`config.mk`:
```
export PLATFORM = sky130hd
export DESIGN_NAME = dmag_top
export DESIGN_NICKNAME = d
export VERILOG_FILES = /design/src/rtl/dmag_pkg.sv /design/src/rtl/dmag_direct.sv /design/src/rtl/dmag_ptr_file.sv /design/src/rtl/dmag_top.sv
export SDC_FILE = /design/constraint.sdc
export NUM_CORES = 1
export LEC_CHECK = 0
export BUFFER_PORTS_ARGS = -buffer_cell sky130_fd_sc_hd__buf_2
export CAP_MARGIN = 40
export CORE_MARGIN = 5
export CORE_UTILIZATION = 45
export CTS_CLUSTER_SIZE = 12
export DETAILED_ROUTE_END_ITERATION = 6
export PLACE_DENSITY = 0.74
export SYNTH_ARGS = -nofsm -noshare
export SYNTH_HDL_FRONTEND = slang
export SYNTH_HIERARCHICAL = 1
export SYNTH_SLANG_ARGS = --single-unit
export TNS_END_PERCENT = 50
```
`constraint.sdc`:
```
create_clock -name clk -period 4.11 [get_ports clk]
set_input_delay 0.411 -clock clk [delete_from_list [all_inputs] [get_ports clk]]
set_output_delay 0.411 -clock clk [all_outputs]
set_load 0.005 [all_outputs]
```
`src/rtl/dmag_pkg.sv`:
```
package dmag_pkg;
    typedef enum logic [1:0] {
        PATH_LOW  = 2'd0,
        PATH_HIGH = 2'd1,
        PATH_BANK = 2'd2
    } path_e;
endpackage

```
`src/rtl/dmag_direct.sv`:
```
module dmag_direct
    import dmag_pkg::*;
#(
    parameter int FW = 8,
    parameter int BW = 4,
    parameter logic [FW-1:0] SPLIT = 8'h60
) (
    input  logic [FW-1:0]    file_field,
    input  logic             acc_sel,
    input  logic [BW-1:0]    bank_sel,
    output logic [FW+BW-1:0] dir_addr,
    output path_e            path
);
    localparam int AW = FW + BW;

    always_comb begin
        if (acc_sel) begin
            path     = PATH_BANK;
            dir_addr = {bank_sel, file_field};
        end else if (file_field < SPLIT) begin
            path     = PATH_LOW;
            dir_addr = {{BW{1'b0}}, file_field};
        end else begin
            path     = PATH_HIGH;
            dir_addr = {{BW{1'b1}}, file_field};
        end
    end

    // the low access-bank half always lands in the bottom page
    always_comb begin
        if (!acc_sel && file_field < SPLIT)
            assert_low_page_R2: assert (dir_addr[AW-1:FW] == '0);
    end
endmodule

```
`src/rtl/dmag_ptr_file.sv`:
```
module dmag_ptr_file #(
    parameter int AW   = 12,
    parameter int NPTR = 3,
    parameter int SW   = 2
) (
    input  logic                  clk,
    input  logic                  rst_n,
    input  logic                  ld,
    input  logic [SW-1:0]         sel,
    input  logic [AW-1:0]         lit,
    output logic [NPTR*AW-1:0]    ptr_flat
);
    typedef struct packed {
        logic [NPTR-1:0][AW-1:0] ptr;
    } state_t;

    state_t st_d, st_q;

    always_comb begin
        st_d = st_q;
        for (int i = 0; i < NPTR; i++) begin
            if (ld && sel == SW'(i))
                st_d.ptr[i] = lit;
        end
    end

    always_ff @(posedge clk or negedge rst_n) begin
        if (!rst_n) st_q <= '0;
        else        st_q <= st_d;
    end

    assign ptr_flat = st_q.ptr;

    for (genvar g = 0; g < NPTR; g++) begin : g_chk
        assert_load_R5: assert property (@(posedge clk) disable iff (!rst_n)
            (ld && sel == SW'(g)) |=> st_q.ptr[g] == $past(lit));
        assert_hold_R5: assert property (@(posedge clk) disable iff (!rst_n)
            !(ld && sel == SW'(g)) |=> $stable(st_q.ptr[g]));
    end
endmodule

```
`src/rtl/dmag_top.sv`:
```
module dmag_top
    import dmag_pkg::*;
#(
    parameter int FW   = 8,
    parameter int BW   = 4,
    parameter int NPTR = 3,
    parameter logic [FW-1:0] SPLIT = 8'h60,
    parameter logic [FW+BW-1:0] IND_BASE = 12'hFEC,
    parameter int AW = FW + BW,
    parameter int SW = (NPTR > 1) ? $clog2(NPTR) : 1
) (
    input  logic          clk,
    input  logic          rst_n,
    input  logic [FW-1:0] file_field,
    input  logic          acc_sel,
    input  logic [BW-1:0] bank_sel,
    input  logic          wr_req,
    input  logic          ptr_load,
    input  logic [SW-1:0] ptr_idx,
    input  logic [AW-1:0] ptr_value,
    output logic [AW-1:0] mem_addr,
    output logic          indirect,
    output logic          wr_en,
    output logic          rd_zero
);
    localparam logic [AW:0] IND_END = {1'b0, IND_BASE} + (AW+1)'(NPTR);

    logic [AW-1:0]        dir_addr;
    path_e                path;
    logic [NPTR*AW-1:0]   ptr_flat;
    logic [AW-1:0]        diff;
    logic                 hit;
    logic [AW-1:0]        sel_ptr;
    logic                 nested;

    dmag_direct #(.FW(FW), .BW(BW), .SPLIT(SPLIT)) u_dir (
        .file_field (file_field),
        .acc_sel    (acc_sel),
        .bank_sel   (bank_sel),
        .dir_addr   (dir_addr),
        .path       (path)
    );

    dmag_ptr_file #(.AW(AW), .NPTR(NPTR), .SW(SW)) u_ptr (
        .clk      (clk),
        .rst_n    (rst_n),
        .ld       (ptr_load),
        .sel      (ptr_idx),
        .lit      (ptr_value),
        .ptr_flat (ptr_flat)
    );

    always_comb begin
        diff    = dir_addr - IND_BASE;
        hit     = (dir_addr >= IND_BASE) && ({1'b0, dir_addr} < IND_END);
        sel_ptr = '0;
        for (int i = 0; i < NPTR; i++) begin
            if (hit && diff == AW'(i))
                sel_ptr = ptr_flat[i*AW +: AW];
        end
        nested   = hit && (sel_ptr >= IND_BASE) && ({1'b0, sel_ptr} < IND_END);
        mem_addr = hit ? sel_ptr : dir_addr;
        indirect = hit;
        rd_zero  = nested;
        wr_en    = wr_req && !nested;
    end

    assert_bank_concat_R1: assert property (@(posedge clk) disable iff (!rst_n)
        (acc_sel && !indirect) |-> mem_addr == {bank_sel, file_field});
    assert_high_page_R3: assert property (@(posedge clk) disable iff (!rst_n)
        (!acc_sel && file_field >= SPLIT && !indirect) |-> mem_addr[AW-1:FW] == {BW{1'b1}});
    assert_low_not_ind_R7: assert property (@(posedge clk) disable iff (!rst_n)
        (!acc_sel && file_field < SPLIT) |-> !indirect);
    assert_no_nested_write_R8: assert property (@(posedge clk) disable iff (!rst_n)
        rd_zero |-> (!wr_en && indirect));
    assert_write_pass_R9: assert property (@(posedge clk) disable iff (!rst_n)
        !rd_zero |-> wr_en == wr_req);
endmodule

```
==> results of run 1 <==
[how the worst max path moves through the flow]
stage,from,to,slack (ps),cells after the start
floorplan,file_field[5],mem_addr[3],2070,8
global placement,file_field[0],rd_zero,1420,6
detailed placement,file_field[0],rd_zero,1370,6
CTS,file_field[0],rd_zero,1350,6
global route,file_field[0],rd_zero,1210,6
finish,file_field[0],rd_zero,1340,6
[power by group]
part | internal (uW) | switching (uW)
clock | 179 | 137
sequential | 421 | 44.2
combinational | 101 | 84.1
total | 701 | 265
[worst max-delay path, cell delays in order]
cell,delay [ps]
buf_2,330
nor2b_1,620
a21oi_1,270
a2111oi_4,410
and3_1,200
buf_2,100
[stage by stage]
step | power (uW) | setup slack [ps]
final | 966 | 1340
after detailed placement | 656 | 1370
after floorplan | 593 | 2070
after CTS | 967 | 1350
after global placement | 647 | 1420
after global routing | 1010 | 1210
[area by class of cell]
cell class / instances / area (sq um) / area share, %
Sequential cell: 36 / 901 / 39.0
Multi-Input combinational cell: 114 / 957 / 41.4
Tap cell: 52 / 65.1 / 2.81
Clock buffer: 5 / 68.8 / 2.98
Inverter: 11 / 41.3 / 1.79
Timing Repair Buffer: 46 / 236 / 10.2
Clock inverter: 3 / 42.5 / 1.84
[per-layer routing]
layer | global-route usage, % | wire length (microns) | share of wire [%]
met5 | 0 | 0 | 0
met4 | 6.19 | 62 | 1.4
met3 | 5.39 | 351 | 7.9
met2 | 24.2 | 2010 | 45
met1 | 19.3 | 2030 | 46
==> impl_results.md, run 1 <==
* Fillers at 386
* WL per Instance at 16.7 microns
* Setup Crit Path Kind: in2out
* Largest register FFs at 36
* FF-to-FF setup slack at 3290 ps
* Most common cell after layout, fill and taps aside: buf_2
* Fin cells at 267
* First-pass GRT wire length at 7310 microns
* Sink Count at 36
* Final core occ at 53.1%
* Worst flop-to-flop path startpoint: u_ptr/ptr_flat[16]
* Initial DRC count at 135
* Mapped cell area at 2030 sq um
* Number of routed nets with antenna violations at 0
* Max VDD drop at 173 uV
* Area Overhead vs Synth at 14.1%
* Most frequent cells in the layout: buf_2, mux2_2, dfrtp_1
* Row count at 24
* Post-route cell area at 2310 sq um
* YS warnings at 6
* CTS Buf Count at 5
* Hold slack at 187 ps
* Die W at 77.1 microns
* RR Endpoint: u_ptr/ptr_flat[16]
* CP Max Fanout at 20
* Arrival time worst endpoint at 2360 ps
* H-tree depth at 2
* Post-DP HPWL at 3220 microns
* Port buffer count at 45
* Maxcap violations at 0
* Worst Reg-to-Reg Cells at 1
* Vias per Instance at 5.57
* Setup Viol. Count Final at 0
* CORE AREA at 4350 sq um
* Skew final at 0 ps
* Nets@finish at 245
* Synthesized area per cell at 11.4 sq um
* Min cycle time layout at 2770 ps
* Die height at 77.1 microns
* Pins Over Slew Limit at 0
* Worst EP required at 3700 ps
* Routability cong. at 0.860
* Status: completed
* Clock-pin slew on the worst setup and hold paths at 80 ps
* FMAX at 0.362 GHz
* Post-CTS Setup Inserts at 0
* Vias in the first global route at 1545
* Tcrit/Tclk final at 67.3%
* Critical path launch point type: input port
* Diode count at 0
* Pleak at 0.00106 uW
* Post-Syn Nets at 209
* Worst Setup End Kind: primary output
* Gr ovfl total at 0
* DP Area at 2200 sq um
* Hold buffer count at cts at 0
* Share of cells above drive strength 1 at 45.6%
* Setup TNS at 0 ps
* Initial antenna violation count at 0
* Io pins at 46
* Unrepaired setup endpoints after global routing: no
* Clk Latency, worst-skew pair at 290 ps
* Total power divided by cell area at 418 nW/um^2
* GR Util All Layers at 15.4%
* Worst min path class: in2async
* Largest net degree at the start of global routing at 37
* Slew margin rel. at 48.1%
* Worst-margin pin slew at 779 ps
* Cells resized by post-CTS repair at 0
* Maximum root-to-sink buffer count at 2
* Cell total after placement at 259
* CTS tree: built
* First-pass DRT Iterations at 5
* Via count at 1488
* Die ar. at 5940 sq um
* Clock Tree Root: clkbuf_8
* Drt drc at 0
* Initial core utilization at 46.5%
* Final WL at 4450 microns
* Final Hold Fails at 0
* Synth Instances at 178
Power figures use the tool's default switching activity.
==> run 2, diff against run 1 <==
==> constraint.sdc (replaced) <==
create_clock -name clk -period 2.55 [get_ports clk]
set_input_delay 0.255 -clock clk [delete_from_list [all_inputs] [get_ports clk]]
set_output_delay 0.255 -clock clk [all_outputs]
set_load 0.005 [all_outputs]
==> impl_results.md, run 2 (same netlist as run 1, synthesis figures left out) <==
* Clk Latency, worst-skew pair at 290 ps (about the same)
* Diode count at 0 (unchanged)
* Slew margin rel. at 48.2% (+0.13 points)
* Port buffer count at 45 (unchanged)
* FMAX at 0.464 GHz
* Setup Viol. Count Final at 0 (unchanged)
* Final WL at 4250 microns (-4.6%)
* Int Power at 1060 uW (+52%)
* Total power divided by cell area at 629 nW/um^2 (+50%)
* Worst-margin pin slew at 777 ps (-1.96 ps)
* P_sw at 388 uW (+46%)
* Gr ovfl total at 0 (unchanged)
* H-tree depth at 2 (unchanged)
* Initial antenna violation count at 0 (unchanged)
* Initial core utilization at 46.5% (unchanged)
* Setup Crit Path Kind: in2out
* CP Max Fanout at 13 (-35%)
* Die ar. at 5940 sq um (unchanged)
* Largest net degree at the start of global routing at 37 (unchanged)
* Row count at 24 (unchanged)
* Critical path launch point type: input port
* Max VDD drop at 249 uV (+44%)
* Maxcap violations at 0 (unchanged)
* Via count at 1452 (-2.4%)
* Fillers at 386 (unchanged)
* Die height at 77.1 microns (unchanged)
* Reg power frac at 51.2% (+3.0 points)
* Min cycle time layout at 2160 ps
* Post-CTS Setup Inserts at 0 (unchanged)
* Largest register FFs at 36 (unchanged)
* First-pass GRT wire length at 7240 microns (-0.94%)
* Clock Tree Root: clkbuf_8
* WL per Instance at 15.7 microns (-5.6%)
* Combinational share of power at 20.5% (+1.4 points)
* Pins Over Slew Limit at 0 (unchanged)
* Routability cong. at 0.886 (+3.0%)
* Clock share of power at 28.3% (-4.4 points)
* Area Overhead vs Synth at 14.0%
* GR Util All Layers at 15.2% (-0.19 points)
* Worst min path class: in2async
* Sink Count at 36 (unchanged)
* Clock-pin slew on the worst setup and hold paths at 70 ps (about the same)
* Number of routed nets with antenna violations at 0 (unchanged)
* Nets@finish at 248 (+1.2%)
* Tcrit/Tclk final at 84.6%
* Worst EP required at 2300 ps (-1400 ps)
* Status: completed
* CTS tree: built
* Drt drc at 0 (unchanged)
* CORE AREA at 4350 sq um (unchanged)
* Post-DP HPWL at 3160 microns (-1.9%)
* Hold slack at 45.6 ps (-141 ps)
* Unrepaired setup endpoints after global routing: no
* Initial DRC count at 63 (-53%)
* Sw frac at 26.7% (-0.71 points)
* Die W at 77.1 microns (unchanged)
* Most frequent cells in the layout: buf_2, mux2_2, dfrtp_1
* Most common cell after layout, fill and taps aside: buf_2
* Vias per Instance at 5.38 (-3.5%)
* Skew final at 0 ps (unchanged)
* Maximum root-to-sink buffer count at 2 (unchanged)
* Worst Setup End Kind: primary output
* Pleak at 0.00106 uW (+0.50%)
* First-pass DRT Iterations at 4 (-1)
* Hold buffer count at cts at 0 (unchanged)
* Arrival time worst endpoint at 1900 ps (-460 ps)
* Cells resized by post-CTS repair at 0 (unchanged)
* Share of cells above drive strength 1 at 45.4% (-0.17 points)
* Setup TNS at 0 ps (unchanged)
* Vias in the first global route at 1459 (-5.6%)
* CTS Buf Count at 5 (unchanged)
* Final Hold Fails at 0 (unchanged)
* Io pins at 46 (unchanged)
[run 2: path summary, 6_finish.rpt]
kind / slack [ps] / cells after the start / endpoint / from
worst max-delay path: 390 / 9 / rd_zero / acc_sel
worst min-delay path: 50 / 1 / u_ptr/ptr_flat[7] / rst_n
worst max register to register: 1760 / 1 / u_ptr/ptr_flat[25] / u_ptr/ptr_flat[25]
worst min register to register: 510 / 1 / u_ptr/ptr_flat[20] / u_ptr/ptr_flat[20]
max in group asynchronous: 2020 / 1 / u_ptr/ptr_flat[29] / rst_n
min in group clk: 220 / 2 / u_ptr/ptr_flat[15] / ptr_value[3]
[run 2: layout make-up]
cell class / count / area, sq um / area share [%]
clock buffer: 8 / 90.1 / 3.90
inverter: 11 / 41.3 / 1.79
multi-input combinational: 114 / 957 / 41.4
sequential: 36 / 901 / 39.0
tap: 52 / 65.1 / 2.82
timing repair buffer: 49 / 255 / 11.1
[run 2: critical path: stages]
cell and delay (ps):
buf_2 120, a211oi_2 70, a21oi_1 190, nand4_1 120, or3_4 440, o31ai_1 290
nor3_1 120, and3_1 190, buf_2 120
[run 2: through the flow]
stage | worst slack [ps] | cell area, sq um | utilization (%) | total power (uW) | std cells
after CTS | 394 | 2310 | 53.0 | 1470 | 270
final | 393 | 2310 | 53.0 | 1450 | 270
after global routing | 191 | 2310 | 53.0 | 1540 | 270
after detailed placement | 406 | 2220 | 51.0 | 1050 | 262
after global placement | 459 | 2220 | 51.0 | 1040 | 262
after floorplan | 827 | 2030 | - | 956 | 178
[run 2: per-layer routing]
layer  up-vias  part of all wire (%)  global-route usage [%]
li1        712                     -                       -
met1       689                    45                    20.0
met2        44                    44                    22.2
met3         7                   9.1                    6.09
met4         0                   1.9                    6.19
met5         -                     0                       0
[run 2: power groups by stage]
stage               clock network (uW)  registers [uW]  logic (uW)
global placement                     0             751         292
finish                             411             743         298
global route                       448             757         336
detailed placement                   0             755         299
CTS                                420             744         302
floorplan                            0             734         223
==> run 3, diff against run 2 <==
--- a/config.mk
+++ b/config.mk
@@ -11,7 +11,7 @@
 export CORE_UTILIZATION = 45
 export CTS_CLUSTER_SIZE = 12
 export DETAILED_ROUTE_END_ITERATION = 6
-export PLACE_DENSITY = 0.74
+export PLACE_DENSITY = 0.77
 export SYNTH_ARGS = -nofsm -noshare
 export SYNTH_HDL_FRONTEND = slang
 export SYNTH_HIERARCHICAL = 1
==> constraint.sdc (replaced) <==
create_clock -name clk -period 1.9 [get_ports clk]
set_input_delay 0.19 -clock clk [delete_from_list [all_inputs] [get_ports clk]]
set_output_delay 0.19 -clock clk [all_outputs]
set_load 0.005 [all_outputs]
==> impl_results.md, run 3 (same netlist as run 1, synthesis figures left out) <==
* Failing checks: setup timing
* P_sw at 542 uW (+40%)
* WHS Path Cells at 2
* Unrepaired setup endpoints after global routing: yes
* Pins Over Slew Limit at 0 (unchanged)
* Skew final at 0 ps (unchanged)
* Area Overhead vs Synth at 28.5%
* Worst Setup End Kind: primary output
* Worst-margin pin slew at 767 ps (-10.3 ps)
* Clock share of power at 27.6% (-0.7 points)
* Post-DP HPWL at 3350 microns (+6.1%)
* Status: finished with violations
* Initial core utilization at 46.5% (unchanged)
* FMAX at 0.525 GHz
* Slowest CP cell: or3_4
* Worst Hold Launch: ptr_value[9]
* Reg power frac at 49.3% (-1.9 points)
* Worst min path class: in2reg
* Pleak at 0.00119 uW (+12%)
* Die W at 77.1 microns (unchanged)
* Sink Count at 36 (unchanged)
* Diode count at 0 (unchanged)
* Final core occ at 59.8% (+6.7 points)
* Hold endpoint: u_ptr/ptr_flat[9]
* GR Util All Layers at 16.4% (+1.2 points)
* Setup Viol. Count Final at 1 (+1)
* Slew margin rel. at 48.9% (+0.69 points)
* Share of cells above drive strength 1 at 54.0% (+8.6 points)
* Gr ovfl total at 0 (unchanged)
* Clk Latency, worst-skew pair at 280 ps (about the same)
* Via count at 1545 (+6.4%)
* Largest register FFs at 36 (unchanged)
* Total power divided by cell area at 786 nW/um^2 (+25%)
* Combinational share of power at 23.1% (+2.6 points)
* Fin cells at 287 (+6.3%)
* Number of routed nets with antenna violations at 0 (unchanged)
* Vias in the first global route at 1591 (+9.0%)
* Routability cong. at 0.836 (-5.6%)
* Levels on crit path at 9 (unchanged)
* Nets@finish at 266 (+7.3%)
* Port buffer count at 45 (unchanged)
* WL per Instance at 16.5 microns (+5.1%)
* Final Worst Setup Slack at -5.16 ps (-398 ps)
* Tcrit/Tclk final at 100%
* Maxcap violations at 0 (unchanged)
* RR Endpoint: u_ptr/ptr_flat[13]
* H-tree depth at 2 (unchanged)
* Sw frac at 26.5% (-0.20 points)
* Initial DRC count at 54 (-14%)
* Fillers at 355 (-8.0%)
* First-pass DRT Iterations at 4 (unchanged)
* CTS Buf Count at 5 (unchanged)
* CTS tree: built
* Die height at 77.1 microns (unchanged)
* Setup Crit Path Kind: in2out
* Final WL at 4750 microns (+12%)
* Die ar. at 5940 sq um (unchanged)
* Buf+Inv Stages, Crit Path at 3 (+1)
* Final Hold Fails at 0 (unchanged)
* Io pins at 46 (unchanged)
* Max VDD drop at 410 uV (+65%)
* First-pass GRT wire length at 7850 microns (+8.4%)
* Arrival time worst endpoint at 1720 ps (-180 ps)
* Most common cell after layout, fill and taps aside: buf_2
* Clock-pin slew on the worst setup and hold paths at 60 ps (about the same)
* CORE AREA at 4350 sq um (unchanged)
* Critical path launch point type: input port
* Largest delay share family, worst path: simple AND/OR/NAND/NOR gates
* Worst EP required at 1710 ps (-590 ps)
* CP max stage delay at 410 ps (-30 ps)
* Cell total after placement at 274 (+4.6%)
* Drt drc at 0 (unchanged)
* Initial antenna violation count at 0 (unchanged)
* Critical path cell sequence: buf_8 > a211oi_4 > a21oi_2 > nand4_1 > or3_4 > buf_12 > a2111oi_4 > and3_1 > buf_2
* CP Max Fanout at 5 (-8)
* Worst flop-to-flop path startpoint: u_ptr/ptr_flat[13]
* Vias per Instance at 5.38 (+0.10%)
* Row count at 24 (unchanged)
* Worst Reg-to-Reg Cells at 1 (unchanged)
* Clock Tree Root: clkbuf_8
* Int Power at 1500 uW (+41%)
* Most frequent cells in the layout: buf_2, mux2_2, dfrtp_1
* FF-to-FF setup slack at 1100 ps (-660 ps)
* Min cycle time layout at 1910 ps
* Largest net degree at the start of global routing at 37 (unchanged)
* Maximum root-to-sink buffer count at 2 (unchanged)
## run 3: cell count changes in the layout (fill, tap and decap cells not counted), moves of 4 or more
cell / delta
a21oi_1: -4
buf_2: -5
buf_4: +15
a21oi_2: +4
## run 3: timing repair
action / CTS / global route
gates resized for setup: 12 / 17
setup buffers: 1 / 4
hold buffers: 1 / 0
endpoints found under the setup margin: 4 / 12
gates cloned: 0 / 0
pin swaps: 1 / 1
hold endpoints to repair: 10 / 0
## run 3: worst max path at each step
stage             startpoint           to
6_report       file_field[5]      rd_zero
5_1_grt        file_field[5]      rd_zero
4_1_cts        file_field[6]      rd_zero
3_5_place_dp         acc_sel        wr_en
3_3_place_gp         acc_sel      rd_zero
2_1_floorplan  file_field[5]  mem_addr[3]
## run 3: per-stage QoR
step           hold slack, ps  power (uW)  setup WS [ps]  instance area [sq um]  setup TNS (ps)
2_1_floorplan            -106        1280            307                   2030               0
3_3_place_gp              309        1430          -37.4                   2330           -78.5
3_5_place_dp              305        1450          -92.3                   2330            -216
4_1_cts                   154        2040           6.69                   2510               0
5_1_grt                   156        2170          -93.1                   2600            -446
6_report                  165        2040          -5.16                   2600           -5.16
## run 3: cell type report
class	instances	area, sq um	area share, %
multi-input combinational	114	1030	39.7
clock buffer	7	96.3	3.70
tap	52	65.1	2.50
inverter	11	45.0	1.73
timing repair buffer	67	462	17.7
sequential	36	901	34.6
## run 3: power groups by stage
stage          combinational, uW  clock (uW)  sequential, uW
2_1_floorplan                299           0             985
3_3_place_gp                 420           0            1010
4_1_cts                      452         589            1000
6_report                     472         565            1010
5_1_grt                      523         618            1030
3_5_place_dp                 431           0            1010
## run 3: routing by layer
metal	part of all wire (%)	global-route usage (%)	vias to the layer above
li1	-	-	749
met4	0.57	3.61	0
met5	0	0	-
met1	42	20.6	754
met2	50	27.3	40
met3	6.4	5.62	2
